[config.mk]
export PLATFORM = sky130hd
export DESIGN_NAME = ipt_search_engine
export DESIGN_NICKNAME = d
export VERILOG_FILES = /design/src/rtl/ipt_pkg.sv /design/src/rtl/ipt_scan_fsm.sv /design/src/rtl/ipt_scan_index.sv /design/src/rtl/ipt_entry_match.sv /design/src/rtl/ipt_result_reg.sv /design/src/rtl/ipt_search_engine.sv
export SDC_FILE = /design/constraint.sdc
export NUM_CORES = 1
export LEC_CHECK = 0
export BUFFER_PORTS_ARGS = -buffer_cell sky130_fd_sc_hd__buf_4
export CORE_MARGIN = 8
export CORE_UTILIZATION = 36
export DETAILED_ROUTE_END_ITERATION = 16
export PLACE_DENSITY_LB_ADDON = 0.05
export SLEW_MARGIN = 10
export SYNTH_ARGS = -nofsm -noshare
export SYNTH_HDL_FRONTEND = slang
export SYNTH_SLANG_ARGS = --single-unit
[constraint.sdc]
create_clock -name clk -period 2.6 [get_ports clk]
set_input_delay 0.52 -clock clk [delete_from_list [all_inputs] [get_ports clk]]
set_output_delay 0.52 -clock clk [all_outputs]
set_load 0.01 [all_outputs]
[src/rtl/ipt_pkg.sv]
package ipt_pkg;

    typedef enum logic [1:0] {
        ACC_READ  = 2'd0,
        ACC_WRITE = 2'd1,
        ACC_EXEC  = 2'd2,
        ACC_NONE  = 2'd3
    } access_e;

    typedef enum logic [1:0] {
        FLT_NONE   = 2'd0,
        FLT_ABSENT = 2'd1,
        FLT_PROT   = 2'd2
    } fault_e;

    typedef enum logic [1:0] {
        S_IDLE,
        S_ISSUE,
        S_CHECK,
        S_REPORT
    } scan_state_e;

    localparam int VALID_POS = 0;
    localparam int PERM_POS  = 1;
    localparam int PERM_W    = 3;

endpackage

[src/rtl/ipt_scan_fsm.sv]
module ipt_scan_fsm
    import ipt_pkg::*;
(
    input  logic clk,
    input  logic rst_n,
    input  logic req_valid,
    input  logic entry_match,
    input  logic at_last,
    output logic req_ready,
    output logic accept,
    output logic rd_en,
    output logic sel_next,
    output logic step,
    output logic finish,
    output logic done
);

    scan_state_e state_q, state_d;

    always_ff @(posedge clk) begin
        if (!rst_n) begin
            state_q <= S_IDLE;
        end else begin
            state_q <= state_d;
        end
    end

    always_comb begin
        state_d   = state_q;
        req_ready = 1'b0;
        accept    = 1'b0;
        rd_en     = 1'b0;
        sel_next  = 1'b0;
        step      = 1'b0;
        finish    = 1'b0;
        done      = 1'b0;
        unique case (state_q)
            S_IDLE: begin
                req_ready = 1'b1;
                if (req_valid) begin
                    accept  = 1'b1;
                    state_d = S_ISSUE;
                end
            end
            S_ISSUE: begin
                rd_en   = 1'b1;
                state_d = S_CHECK;
            end
            S_CHECK: begin
                if (entry_match || at_last) begin
                    finish  = 1'b1;
                    state_d = S_REPORT;
                end else begin
                    rd_en    = 1'b1;
                    sel_next = 1'b1;
                    step     = 1'b1;
                end
            end
            S_REPORT: begin
                done    = 1'b1;
                state_d = S_IDLE;
            end
            default: state_d = S_IDLE;
        endcase
    end

    a_r9_done_single: assert property (@(posedge clk) disable iff (!rst_n)
        done |=> !done);

    a_r2_busy_after_accept: assert property (@(posedge clk) disable iff (!rst_n)
        accept |=> !req_ready);

endmodule

[src/rtl/ipt_scan_index.sv]
module ipt_scan_index #(
    parameter int ENTRIES = 1024,
    parameter int FRAME_W = $clog2(ENTRIES),
    parameter int PROBE_W = $clog2(ENTRIES + 1)
) (
    input  logic               clk,
    input  logic               rst_n,
    input  logic               clear,
    input  logic               step,
    input  logic               count_rd,
    output logic [FRAME_W-1:0] idx,
    output logic [FRAME_W-1:0] idx_next,
    output logic               at_last,
    output logic [PROBE_W-1:0] probes
);

    localparam logic [FRAME_W-1:0] LAST_IDX = FRAME_W'(ENTRIES - 1);

    always_ff @(posedge clk) begin
        if (!rst_n) begin
            idx <= '0;
        end else if (clear) begin
            idx <= '0;
        end else if (step) begin
            idx <= idx_next;
        end
    end

    always_ff @(posedge clk) begin
        if (!rst_n) begin
            probes <= '0;
        end else if (clear) begin
            probes <= '0;
        end else if (count_rd) begin
            probes <= probes + 1'b1;
        end
    end

    always_comb begin
        idx_next = idx + 1'b1;
        at_last  = (idx == LAST_IDX);
    end

endmodule

[src/rtl/ipt_entry_match.sv]
module ipt_entry_match
    import ipt_pkg::*;
#(
    parameter int VPN_W  = 20,
    parameter int WORD_W = 32
) (
    input  logic [WORD_W-1:0] entry,
    input  logic [VPN_W-1:0]  vpn,
    input  logic [1:0]        access,
    output logic              match,
    output logic              permitted,
    output logic [PERM_W-1:0] perm
);

    always_comb begin
        perm  = entry[PERM_POS +: PERM_W];
        match = entry[VALID_POS] && (entry[WORD_W-1 -: VPN_W] == vpn);
        unique case (access_e'(access))
            ACC_READ:  permitted = perm[0];
            ACC_WRITE: permitted = perm[1];
            ACC_EXEC:  permitted = perm[2];
            ACC_NONE:  permitted = 1'b0;
            default:   permitted = 1'b0;
        endcase
    end

endmodule

[src/rtl/ipt_result_reg.sv]
module ipt_result_reg
    import ipt_pkg::*;
#(
    parameter int FRAME_W = 10,
    parameter int OFF_W   = 12
) (
    input  logic                     clk,
    input  logic                     rst_n,
    input  logic                     load,
    input  logic                     match,
    input  logic                     permitted,
    input  logic [FRAME_W-1:0]       idx,
    input  logic [PERM_W-1:0]        perm_in,
    input  logic [OFF_W-1:0]         offset,
    output logic                     hit,
    output logic [FRAME_W-1:0]       frame,
    output logic [PERM_W-1:0]        perm,
    output logic [1:0]               fault,
    output logic [FRAME_W+OFF_W-1:0] phys_addr
);

    always_ff @(posedge clk) begin
        if (!rst_n) begin
            hit       <= 1'b0;
            frame     <= '0;
            perm      <= '0;
            fault     <= FLT_NONE;
            phys_addr <= '0;
        end else if (load) begin
            if (match) begin
                frame <= idx;
                perm  <= perm_in;
                if (permitted) begin
                    hit       <= 1'b1;
                    fault     <= FLT_NONE;
                    phys_addr <= {idx, offset};
                end else begin
                    hit       <= 1'b0;
                    fault     <= FLT_PROT;
                    phys_addr <= '0;
                end
            end else begin
                hit       <= 1'b0;
                frame     <= '0;
                perm      <= '0;
                fault     <= FLT_ABSENT;
                phys_addr <= '0;
            end
        end
    end

endmodule

[src/rtl/ipt_search_engine.sv]
module ipt_search_engine
    import ipt_pkg::*;
#(
    parameter int ENTRIES = 1024,
    parameter int VPN_W   = 20,
    parameter int OFF_W   = 12,
    parameter int WORD_W  = 32,
    parameter int FRAME_W = $clog2(ENTRIES),
    parameter int PROBE_W = $clog2(ENTRIES + 1)
) (
    input  logic                     clk,
    input  logic                     rst_n,
    input  logic                     req_valid,
    output logic                     req_ready,
    input  logic [VPN_W-1:0]         req_vpn,
    input  logic [OFF_W-1:0]         req_offset,
    input  logic [1:0]               req_access,
    output logic                     mem_rd_en,
    output logic [FRAME_W-1:0]       mem_rd_addr,
    input  logic [WORD_W-1:0]        mem_rd_data,
    output logic                     done,
    output logic                     hit,
    output logic [FRAME_W-1:0]       frame,
    output logic [2:0]               perm,
    output logic [1:0]               fault,
    output logic [FRAME_W+OFF_W-1:0] phys_addr,
    output logic [PROBE_W-1:0]       probe_count
);

    logic [VPN_W-1:0]   vpn_q;
    logic [OFF_W-1:0]   off_q;
    logic [1:0]         acc_q;
    logic               accept, sel_next, step, finish;
    logic               entry_match, entry_ok, at_last;
    logic [FRAME_W-1:0] idx, idx_next;
    logic [PERM_W-1:0]  entry_perm;

    always_ff @(posedge clk) begin
        if (!rst_n) begin
            vpn_q <= '0;
            off_q <= '0;
            acc_q <= '0;
        end else if (accept) begin
            vpn_q <= req_vpn;
            off_q <= req_offset;
            acc_q <= req_access;
        end
    end

    ipt_scan_fsm u_fsm (
        .clk         (clk),
        .rst_n       (rst_n),
        .req_valid   (req_valid),
        .entry_match (entry_match),
        .at_last     (at_last),
        .req_ready   (req_ready),
        .accept      (accept),
        .rd_en       (mem_rd_en),
        .sel_next    (sel_next),
        .step        (step),
        .finish      (finish),
        .done        (done)
    );

    ipt_scan_index #(
        .ENTRIES (ENTRIES),
        .FRAME_W (FRAME_W),
        .PROBE_W (PROBE_W)
    ) u_index (
        .clk      (clk),
        .rst_n    (rst_n),
        .clear    (accept),
        .step     (step),
        .count_rd (mem_rd_en),
        .idx      (idx),
        .idx_next (idx_next),
        .at_last  (at_last),
        .probes   (probe_count)
    );

    ipt_entry_match #(
        .VPN_W  (VPN_W),
        .WORD_W (WORD_W)
    ) u_match (
        .entry     (mem_rd_data),
        .vpn       (vpn_q),
        .access    (acc_q),
        .match     (entry_match),
        .permitted (entry_ok),
        .perm      (entry_perm)
    );

    ipt_result_reg #(
        .FRAME_W (FRAME_W),
        .OFF_W   (OFF_W)
    ) u_result (
        .clk       (clk),
        .rst_n     (rst_n),
        .load      (finish),
        .match     (entry_match),
        .permitted (entry_ok),
        .idx       (idx),
        .perm_in   (entry_perm),
        .offset    (off_q),
        .hit       (hit),
        .frame     (frame),
        .perm      (perm),
        .fault     (fault),
        .phys_addr (phys_addr)
    );

    always_comb begin
        mem_rd_addr = sel_next ? idx_next : idx;
    end

    // consecutive reads walk the table one index at a time
    a_r3_sequential: assert property (@(posedge clk) disable iff (!rst_n)
        (mem_rd_en && $past(mem_rd_en)) |-> (mem_rd_addr == $past(mem_rd_addr) + 1'b1));

    // every scan starts at index 0
    a_r3_start_zero: assert property (@(posedge clk) disable iff (!rst_n)
        (mem_rd_en && !$past(mem_rd_en)) |-> (mem_rd_addr == '0));

    // a hit never carries a fault code
    a_r5_hit_clean: assert property (@(posedge clk) disable iff (!rst_n)
        (done && hit) |-> (fault == FLT_NONE));

    // the probe count never exceeds the table size
    a_r7_probe_bound: assert property (@(posedge clk) disable iff (!rst_n)
        probe_count <= PROBE_W'(ENTRIES));

    // no table traffic while the engine is idle
    a_r2_idle_quiet: assert property (@(posedge clk) disable iff (!rst_n)
        req_ready |-> !mem_rd_en);

endmodule

== Yosys cells after proc, flatten, opt, wreduce, memory -nomap -nowiden ==
Cells that the tools add are included.

* $add $sub $neg: 2
* Equality and inequality tests: 10
* Mux-type cells: 22
* Bitwise gates (word level): 1
* Reductions and logical operators: 6

{| class="wikitable"
|+ Operators with widths
! kind !! count
|-
| 22-bit 2-to-1 mux || 2
|-
| 20-bit == test || 1
|-
| 10-bit 2-to-1 mux || 2
|-
| 11-bit by 1-bit adder with 11-bit output, second input constant || 1
|-
| 10-bit by 1-bit adder with 10-bit output, second input constant || 1
|-
| 10-bit == test, second input constant || 1
|-
| 1-bit 2-to-1 mux || 10
|-
| 2-bit == test, second input constant || 4
|-
| 2-bit 2-to-1 mux || 4
|-
| 2-bit one-hot mux with 4 select lines || 1
|-
| 2-bit by 1-bit == test with 1-bit output, second input constant || 2
|-
| 2-bit zero test || 2
|-
| 1-bit one-hot mux with 4 select lines || 1
|-
| 3-bit 2-to-1 mux || 1
|-
| 2-bit by 1-bit inequality test with 1-bit output, second input constant || 1
|-
| 2-bit inequality test, second input constant || 1
|-
| 1-bit one-hot mux with 2 select lines || 1
|-
| 2-bit AND reduction || 1
|-
| 2-bit OR reduction || 1
|-
| 1-bit logical AND || 1
|-
| 1-bit logical OR || 1
|-
| 1-bit NOT || 1
|}

* Bits in registers: 95
* Input port bits: 69
* Output and inout bits: 62
* Word-level logic and storage cells: 52

== Logic depth before layout (Yosys ltp) ==
Gate-level depths: netlist of run 1.

* Depth in word-level cells: 6
* Gate-level depth with buffers: 9
* Gate-level depth less buffers: 8

== By module ==
A second synthesis of run 1 with hierarchy kept.

* Cell total of the unflattened synthesis: 471
* Area, all modules: 4730.8 µm²

{| class="wikitable"
|+ Modules (own cells, without submodules)
! module !! times used !! cells an instance !! area an instance (µm²) !! seq. area each (µm²)
|-
| ipt_result_reg || 1 || 169 || 1704.1 || 760.7
|-
| ipt_search_engine || 1 || 120 || 1433.9 || 680.7
|-
| ipt_scan_index || 1 || 127 || 1108.6 || 420.4
|-
| ipt_entry_match || 1 || 33 || 269.0 || 0.0
|-
| ipt_scan_fsm || 1 || 22 || 215.2 || 40.0
|}

== Least setup slack after synthesis of run 1 ==
Ideal clock, no wire load.

* Path type: input to output
* Start point: input mem_rd_data[26]
* End point: output mem_rd_addr[5]
* Arrival: 1.763 ns
* Data required time: 2.080 ns
* Path slack: 0.317 ns
* Stages on the path: 7
* Path buffers: 1
* Cells stage by stage: xor2_1 -> nor4_2 -> and4_1 -> buf_4 -> a21oi_4 -> nand4_1 -> xnor2_1

* Word-level cells in the longest chain between the ends: 6

{| class="wikitable"
|+ RTL lines
! element !! line !! source
|-
| from (decl) || ipt_search_engine.sv:20 || <nowiki>input logic [WORD_W-1:0] mem_rd_data,</nowiki>
|-
| 20-bit == test || ipt_entry_match.sv:17 || <nowiki>match = entry[VALID_POS] && (entry[WORD_W-1 -: VPN_W] == vpn);</nowiki>
|-
| 1-bit logical AND || ipt_entry_match.sv:17 ||
|-
| 1-bit logical OR || ipt_scan_fsm.sv:50 || <nowiki>if (entry_match || at_last) begin</nowiki>
|-
| 1-bit 2-to-1 mux || ipt_scan_fsm.sv:50 ||
|-
| 1-bit 2-to-1 mux || ipt_scan_fsm.sv:37 || <nowiki>unique case (state_q)</nowiki>
|-
| 10-bit 2-to-1 mux || -- ||
|-
| to (decl) || ipt_search_engine.sv:19 || <nowiki>output logic [FRAME_W-1:0] mem_rd_addr,</nowiki>
|}

Every way passes these cells.

== Worst setup path after layout of run 1 ==
* Start point: register vpn_q[1]
* End point: output mem_rd_addr[1]

* Word-level cells in the longest chain between the ends: 6

{| class="wikitable"
|+ RTL lines
! element !! line !! source
|-
| from (decl) || ipt_search_engine.sv:30 || <nowiki>logic [VPN_W-1:0] vpn_q;</nowiki>
|-
| from (signal assigned) || ipt_search_engine.sv:44 || <nowiki>vpn_q <= req_vpn;</nowiki>
|-
| 20-bit == test || ipt_entry_match.sv:17 ||
|-
| 1-bit logical AND || ipt_entry_match.sv:17 ||
|-
| 1-bit logical OR || ipt_scan_fsm.sv:50 ||
|-
| 1-bit 2-to-1 mux || ipt_scan_fsm.sv:50 ||
|-
| 1-bit 2-to-1 mux || ipt_scan_fsm.sv:37 ||
|-
| 10-bit 2-to-1 mux || -- ||
|}

Every way passes these cells.

==> impl_metrics.toml, run 1 <==
[clocking]
cts_root_buffer = "clkbuf_8"
cts_max_level = 3
cts_buffer_depth = 2
worstSkewPairLatency_ps = 370
cts.sinks = 95
path_clk_slew_ps = 90
tritoncts = "yes"
ctsHoldBuffers = 0
numCtsBuffers = 9

[synth]
syn_inst = 423
syn_area_per_cell_um2 = 9.47
synth_compound_area_frac = 0.180
synth_top_family_by_area = "simple AND/OR/NAND/NOR gates"
synth_xor_area_frac = 0.0677
syn-num-nets = 498
netlist_area_um2 = 4010
yosys_warnings = 0
yosys.area_share.simple = 0.182
synth_seq_area_share = 0.475
synthMuxAreaShare = 0.0262
ys_ff_latch = 95
synthAdderAreaFrac = 0.0187
ys_types = 45

[drt]
routed_via_density = 4.90
drt_wl_total_mm = 11.2
drcViolationCount = 0
vias = 3511
detail-route-antenna-nets = 0
drt_iter0_drc = 222
drt-wirelength-per-cell_um = 15.6
firstDrtPassIters = 4

[die]
ios = 131
die_w_um = 122
die_h_um = 122
core-area_um2 = 10800
row_count = 38
die_area_um2 = 14800
start_util = 0.370

[global_routing]
grt_pass1_wl_mm = 17.9
antenna_found_initial = 0
grtUsageTotal = 0.151
grt_overflow = 0
grt_pass1_vias = 3533
grt_max_degree = 44

[final_layout]
final_common_cell = "buf_4"
postLayoutCoreUtil = 0.515
final_cell_mix = "buf_4 (162), dfxtp_1 (89), nand2_1 (86), a21oi_1 (39), a22o_1 (36)"
nets = 647
num-fill-cells = 1050
drive_gt1_frac = 0.376
antennaDiodeCount = 0
area_delta_synth_final_pct = 39.2

[worst_setup_path]
slowest_delay_ps = 340
worstPathCellList = "xor2_2 > nor4_4 > and4_4 > a21oi_4 > mux2_4 > buf_6"
critPathSlowestCell = "dfxtp_1"
arrival_ps = 2070
cp_data_required_time_ps = 2080
startpoint_type = "flip-flop"
critical-path-top-delay-family = "simple AND/OR/NAND/NOR gates"
crit_type = "reg -> out"
cp_num_buf_inv = 1
crit_path_end_kind = "output pin"
worstPathMaxFanout = 5

[timing]
tightestPinTransition_ps = 998
hold_violations = 0
period_share = 0.996
post-route-min-period_ps = 2590
max_freq_ghz = 0.386
slew_headroom = 0.333
setup-violations-final = 0
slew_viol_final = 0
fin_skew_ps = 8.48
grt_setup_unrepaired = "true"

[placement]
io_buffers = 122
dp.final_hpwl_mm = 7.80
gp_congestion = 0.751

[power_and_ir_drop]
powerDensity_nw_per_um2 = 643
p_leak_nw = 2.55
peakVddDrop_mv = 0.360
power.total_mw = 3.59

[run]
drv_cap = 0

[outcome]
outcome = "completed"

[hold_path]
hold_path_class = "in -> reg"
## Yosys cell counts, drive strengths merged
cell | instances | share of area
nand4 | 6 | 0.011
nor4 | 5 | 0.018
clkbuf | 13 | 0.012
and4b | 1 | 0.0025
clkinv | 1 | 0.00094
o21ai | 3 | 0.0037
inv | 6 | 0.0056
a211oi | 2 | 0.0037
xnor2 | 9 | 0.020
a41o | 4 | 0.010
mux2 | 1 | 0.0037
o221a | 1 | 0.0028
a41oi | 1 | 0.0022
ha | 6 | 0.019
nor3 | 3 | 0.0050
mux2i | 9 | 0.022
or3 | 6 | 0.0094
a31oi | 5 | 0.0078
xor2 | 22 | 0.048
nand2 | 89 | 0.083
and2 | 8 | 0.012
a21o | 2 | 0.0037
nor2 | 11 | 0.010
and3 | 11 | 0.017
a22o | 36 | 0.079
and4 | 2 | 0.0050
dfxtp | 95 | 0.47
nand3 | 4 | 0.0062
buf | 14 | 0.032
nand3b | 1 | 0.0019
a31o | 3 | 0.0066
a21oi | 43 | 0.060
## registers in the layout (all words and copies together), names as in the netlist
| name | flops |
|---|---|
| u_result.fault | 2 |
| u_index.idx | 10 |
| u_index.probes | 11 |
| u_result.frame | 10 |
| vpn_q | 20 |
| u_result.perm | 3 |
| off_q | 12 |
| u_fsm.state_q | 2 |
| u_result.phys_addr | 22 |
| u_result.hit | 1 |
| acc_q | 2 |
## what timing repair did
| item | 4_1_cts | 5_1_grt |
|---|---|---|
| resized for setup | 14 | 16 |
| pin swaps | 11 | 10 |
| cloned | 1 | 0 |
| setup buffers | 15 | 2 |
| endpoints found under the setup margin | 10 | 12 |
## worst register-to-register path, cell delays in order (launching register included)
cell	delay [ps]
dfxtp_4	380
ha_4	160
and3_4	150
nand4_1	120
nand2_2	110
a21oi_4	230
nand4_1	180
buf_4	180
buf_4	120
buf_4	130
buf_4	120
buf_4	120
buf_4	120
buf_4	120
mux2i_1	100
## layer usage
layer	GRT usage	share of wire	vias up
li1	-	-	1767
met4	0.0370	0.0098	0
met5	0	0	-
met3	0.0638	0.074	7
met1	0.176	0.44	1651
met2	0.250	0.47	86
## cell type report
type / instances / area [µm²] / area share
repair buffers: 164 / 1250 / 0.224
multi-input cells: 295 / 2040 / 0.365
well taps: 140 / 175 / 0.0314
inverters: 7 / 26.3 / 0.00471
flip-flops and latches: 95 / 1910 / 0.343
clock buffers: 9 / 124 / 0.0222
clock inverters: 7 / 57.6 / 0.0103
## per-stage QoR
stage / worst slack, ps / area [µm²] / hold slack [ps] / std cells / TNS [ps]
6_report: 9.23 / 5580 / 374 / 717 / 0
5_1_grt: -113 / 5580 / 344 / 717 / -778
4_1_cts: -58.4 / 5490 / 354 / 717 / -198
3_5_place_dp: -79.4 / 5140 / 446 / 685 / -335
3_3_place_gp: -67.1 / 5140 / 440 / 685 / -277
2_1_floorplan: 317 / 4010 / 436 / 423 / 0
## final timing paths
check	startpoint	endpoint	slack (ps)	depth (start not counted)
setup / recovery	vpn_q[1]	mem_rd_addr[1]	9	6
hold / removal	mem_rd_data[3]	u_result.perm[2]	370	2
setup reg to reg	u_index.idx[1]	u_index.idx[4]	160	14
hold reg to reg	off_q[11]	off_q[11]	460	2
## power by group
part | internal (mW) | switching [mW]
clock network | 0.361 | 0.553
logic | 0.408 | 0.596
registers | 1.58 | 0.0887
## kinds of logic after synthesis
logic type | count (synthesis)
mux | 10
compound gates | 100
xor+xnor | 31
fa+ha+maj | 6
simple gates | 147
flops | 95
buf+inv | 34
No activity file was read; power rests on OpenSTA's default activity.
==> run 2, diff against run 1 <==
- CORE_UTILIZATION: 36 -> 49
==> impl_metrics.toml, run 2 (synthesis results as in run 1) <==
[outcome]
outcome = "completed"

[timing]
period_share = 0.994
fin_skew_ps = 12.0
max_freq_ghz = 0.387
slew_headroom = 0.349
setup-violations-final = 0
grt_setup_unrepaired = "true"
post-route-min-period_ps = 2590
tightestPinTransition_ps = 974
slew_viol_final = 0
hold_violations = 0

[worst_setup_path]
startpoint_type = "flip-flop"
rrSetupSlack_ps = 110
crit_path_end_kind = "output pin"
worstReg2RegStart = "u_index.idx[1]"
reg2reg_to = "u_result.phys_addr[17]"
reg2regPathDepth = 11
crit_type = "reg -> out"
worstPathMaxFanout = 5
cp_data_required_time_ps = 2080
arrival_ps = 2070

[run]
drv_cap = 0

[global_routing]
grtUsageTotal = 0.182
gr-usage-met2 = 0.303
top_usage_layer = "met2"
grt_pass1_wl_mm = 16.9
use_met1 = 0.215
grt_max_degree = 41
grt_overflow = 0
grt_pass1_vias = 3474
antenna_found_initial = 0
grt.met3_usage = 0.0629

[power_and_ir_drop]
powerDensity_nw_per_um2 = 639
peakVddDrop_mv = 0.404
p_leak_nw = 2.54

[clocking]
ctsHoldBuffers = 0
cts.sinks = 95
numCtsBuffers = 9
worstSkewPairLatency_ps = 360
path_clk_slew_ps = 90
cts_max_level = 3
cts_root_buffer = "clkbuf_8"
cts_buffer_depth = 2
tritoncts = "yes"

[die]
die_h_um = 106
core-area_um2 = 8050
row_count = 33
ios = 131
die_w_um = 106
start_util = 0.498
die_area_um2 = 11300

[final_layout]
area_delta_synth_final_pct = 37.7
postLayoutCoreUtil = 0.685
postLayoutCellArea_um2 = 5520
num-fill-cells = 646
drive_gt1_frac = 0.387
final_common_cell = "buf_4"
top_regs = "u_result.phys_addr (22), vpn_q (20), off_q (12)"
regArea_um2 = 1920
final_cell_mix = "buf_4 (163), nand2_1 (88), dfxtp_1 (83), a21oi_1 (39), a22o_1 (36)"
top_register = "u_result.phys_addr"
nets = 647
largest_reg_flops = 22
antennaDiodeCount = 0
multi_input_area_um2 = 2030

[drt]
vias = 3513
drt-wirelength-per-cell_um = 15.4
detail-route-antenna-nets = 0
drt_wl_total_mm = 10.5
drcViolationCount = 0
firstDrtPassIters = 4
routed_via_density = 5.16
drt_iter0_drc = 94

[placement]
place_area_um2 = 5050
dp.final_hpwl_mm = 7.32
gp_congestion = 0.802
io_buffers = 122

[hold_path]
hold_start = "mem_rd_data[3]"
hold_path_class = "in -> reg"
holdPathStages = 2
hold_end = "u_result.perm[2]"
run 2: cell types whose count changed in the layout (fill, tap and decap cells not counted), sizes merged:
cell and change:
clkinv -2, clkinvlp +1
run 2: layout make-up:
type / count / area share
clock inverter: 6 / 0.00839
inverter: 7 / 0.00476
clock buffer: 9 / 0.0225
multi-input combinational: 295 / 0.368
timing repair buffer: 164 / 0.224
sequential: 95 / 0.348
tap: 105 / 0.0238
run 2: worst max path at each step:
stage,start,end,slack [ps],depth (start not counted)
after floorplan,mem_rd_data[26],mem_rd_addr[5],320,7
after global placement,mem_rd_data[13],mem_rd_addr[1],-60,7
after detailed placement,mem_rd_data[13],mem_rd_addr[1],-100,7
after CTS,vpn_q[16],mem_rd_addr[1],-30,6
after global routing,vpn_q[1],mem_rd_addr[4],-100,8
final,vpn_q[12],mem_rd_addr[4],10,7
run 2: what timing repair did:
action / CTS / global route
resized for setup: 15 / 22
buffers inserted: 16 / 5
endpoints found under the setup margin: 10 / 49
pin swaps: 10 / 22
cloned: 1 / 0
run 2: through the flow:
stage	setup WS [ps]	TNS, ps	cells	hold WS [ps]	power [mW]
after floorplan	317	0	423	436	2.30
after global placement	-56.4	-203	645	434	2.60
after detailed placement	-104	-478	645	446	2.63
after CTS	-33.2	-61.3	677	382	3.52
after global routing	-97.7	-490	681	387	3.74
final	14.4	0	681	394	3.52
run 2: per-layer routing:
layer | routed length (µm) | share of wire
met2 | 5090 | 0.49
met5 | 0 | 0
met3 | 762 | 0.073
met1 | 4510 | 0.43
met4 | 116 | 0.011
run 2: worst max-delay path: stages (launching register included):
cell	delay [ps]
dfxtp_1	330
xor2_1	160
nor4_2	340
and4_4	330
a21oi_4	100
nand4_1	160
xnor2_1	150
buf_4	150
run 2: power by group:
part	internal (mW)	switching [mW]	total, mW
combinational	0.403	0.578	0.981
sequential	1.59	0.0940	1.68
clock	0.349	0.512	0.861
total	2.34	1.18	3.52
==> run 3, diff against run 2 <==
- GPL_TIMING_DRIVEN: default -> 0
==> impl_metrics.toml, run 3 (synthesis results as in run 1) <==
[outcome]
outcome = "finished, violations left"
violations = "setup timing"

[final_layout]
top_register = "u_result.phys_addr"
final_common_cell = "buf_4"
antennaDiodeCount = 0
postLayoutCoreUtil = 0.714
final_cell_mix = "buf_4 (157), nand2_1 (87), dfxtp_1 (85), a21oi_1 (40), a22o_1 (36)"
finalNonFillerCells = 703
nets = 668
top_regs = "u_result.phys_addr (22), vpn_q (20), off_q (12)"
drive_gt1_frac = 0.381
area_delta_synth_final_pct = 43.5
largest_reg_flops = 22

[clocking]
cts_root_buffer = "clkbuf_8"
tritoncts = "yes"
path_clk_slew_ps = 100
cts_max_level = 3
worstSkewPairLatency_ps = 360
numCtsBuffers = 9
cts_buffer_depth = 2
cts.sinks = 95

[global_routing]
grt_max_degree = 18
grt_pass1_vias = 3700
grt_overflow = 0
grtUsageTotal = 0.195
grt_pass1_wl_mm = 18.0
antenna_found_initial = 0

[placement]
gp_congestion = 0.771
dp.final_hpwl_mm = 7.79
io_buffers = 122
place_inst = 650

[power_and_ir_drop]
p_leak_nw = 2.63
powerDensity_nw_per_um2 = 663
peakVddDrop_mv = 0.342
power.total_mw = 3.81

[timing]
setup-violations-final = 8
tightestPinTransition_ps = 556
hold_violations = 0
max_freq_ghz = 0.373
final.setup.tns_ps = -345
period_share = 1.03
slew_viol_final = 0
fin_skew_ps = 14.3
post-route-min-period_ps = 2680
hold_ws_ps = 384
setup_slack_ps = -80.0
slew_headroom = 0.629
grt_setup_unrepaired = "true"

[hold_path]
hold_path_class = "in -> reg"

[drt]
drcViolationCount = 0
firstDrtPassIters = 4
drt_iter0_drc = 101
drt-wirelength-per-cell_um = 16.0
routed_via_density = 5.22
detail-route-antenna-nets = 0
vias = 3668
drt_wl_total_mm = 11.2

[worst_setup_path]
crit_end = "mem_rd_addr[7]"
worstReg2RegStart = "vpn_q[4]"
startpoint_type = "flip-flop"
crit_type = "reg -> out"
critPathLaunch = "vpn_q[5]"
reg2reg_to = "u_index.idx[5]"
worstPathMaxFanout = 5
reg2regPathDepth = 14
arrival_ps = 2160
crit_path_end_kind = "output pin"
rrSetupSlack_ps = 70
cp_data_required_time_ps = 2080

[die]
start_util = 0.498
row_count = 33
die_area_um2 = 11300
die_w_um = 106
ios = 131
core-area_um2 = 8050
die_h_um = 106

[run]
drv_cap = 0
==> run 3: cell count changes in the layout (fill, tap and decap cells not counted), sizes merged <==
cell and delta:
clkbuf +14, buf +8, bufinv +1, clkinv -1, clkinvlp -1, inv +1
==> run 3: layer usage <==
metal  GRT usage  vias to the layer above  wire length [µm]
li1            -                     1816                 -
met1       0.227                     1721              4700
met2       0.328                      111              5520
met3      0.0641                       20               789
met4      0.0724                        0               218
met5           0                        -                 0
==> run 3: timing repair <==
action	in CTS	in global routing
setup endpoints to repair	11	14
pin swaps	13	18
hold endpoints to repair	0	0
gates cloned	1	0
buffers inserted	31	12
resized for setup	28	18
hold buffers	0	0
==> run 3: metrics by stage <==
stage,cell area [µm²],setup WS (ps)
4_1_cts,5640,-43.1
6_report,5750,-80.0
3_3_place_gp,5050,-86.8
3_5_place_dp,5050,-94.9
2_1_floorplan,4010,317
5_1_grt,5750,-197
==> run 3: cell type report <==
cell class / instances / area [µm²]
clock inverter: 6 / 75.1
inverter: 7 / 26.3
multi-input combinational: 295 / 2070
sequential: 95 / 1920
buffer: 25 / 173
tap: 105 / 131
fill: 626 / 2300
clock buffer: 10 / 138
timing repair buffer: 160 / 1220
==> run 3: worst max-delay path: stages (launching register included) <==
cell,delay [ps]
dfxtp_2,350
xor2_2,180
nor4_4,330
and4_1,250
buf_6,140
a21oi_4,90
buf_6,130
nand3_4,80
xnor2_2,110
buf_4,140
==> run 3: report_power, final <==
| group | internal (mW) | switching, mW |
|---|---|---|
| Clock | 0.486 | 0.542 |
| Sequential | 1.58 | 0.0998 |
| Combinational | 0.468 | 0.632 |
| Total | 2.54 | 1.27 |
==> run 3: worst min path at each step <==
stage | start | endpoint | slack [ps] | cells past startpoint
after floorplan | off_q[0] | off_q[0] | 440 | 2
after global placement | u_result.hit | u_result.hit | 430 | 1
after detailed placement | off_q[7] | off_q[7] | 450 | 2
after CTS | mem_rd_data[2] | u_result.perm[1] | 370 | 2
after global routing | mem_rd_data[1] | u_result.perm[0] | 370 | 2
final | mem_rd_data[2] | u_result.perm[1] | 380 | 2
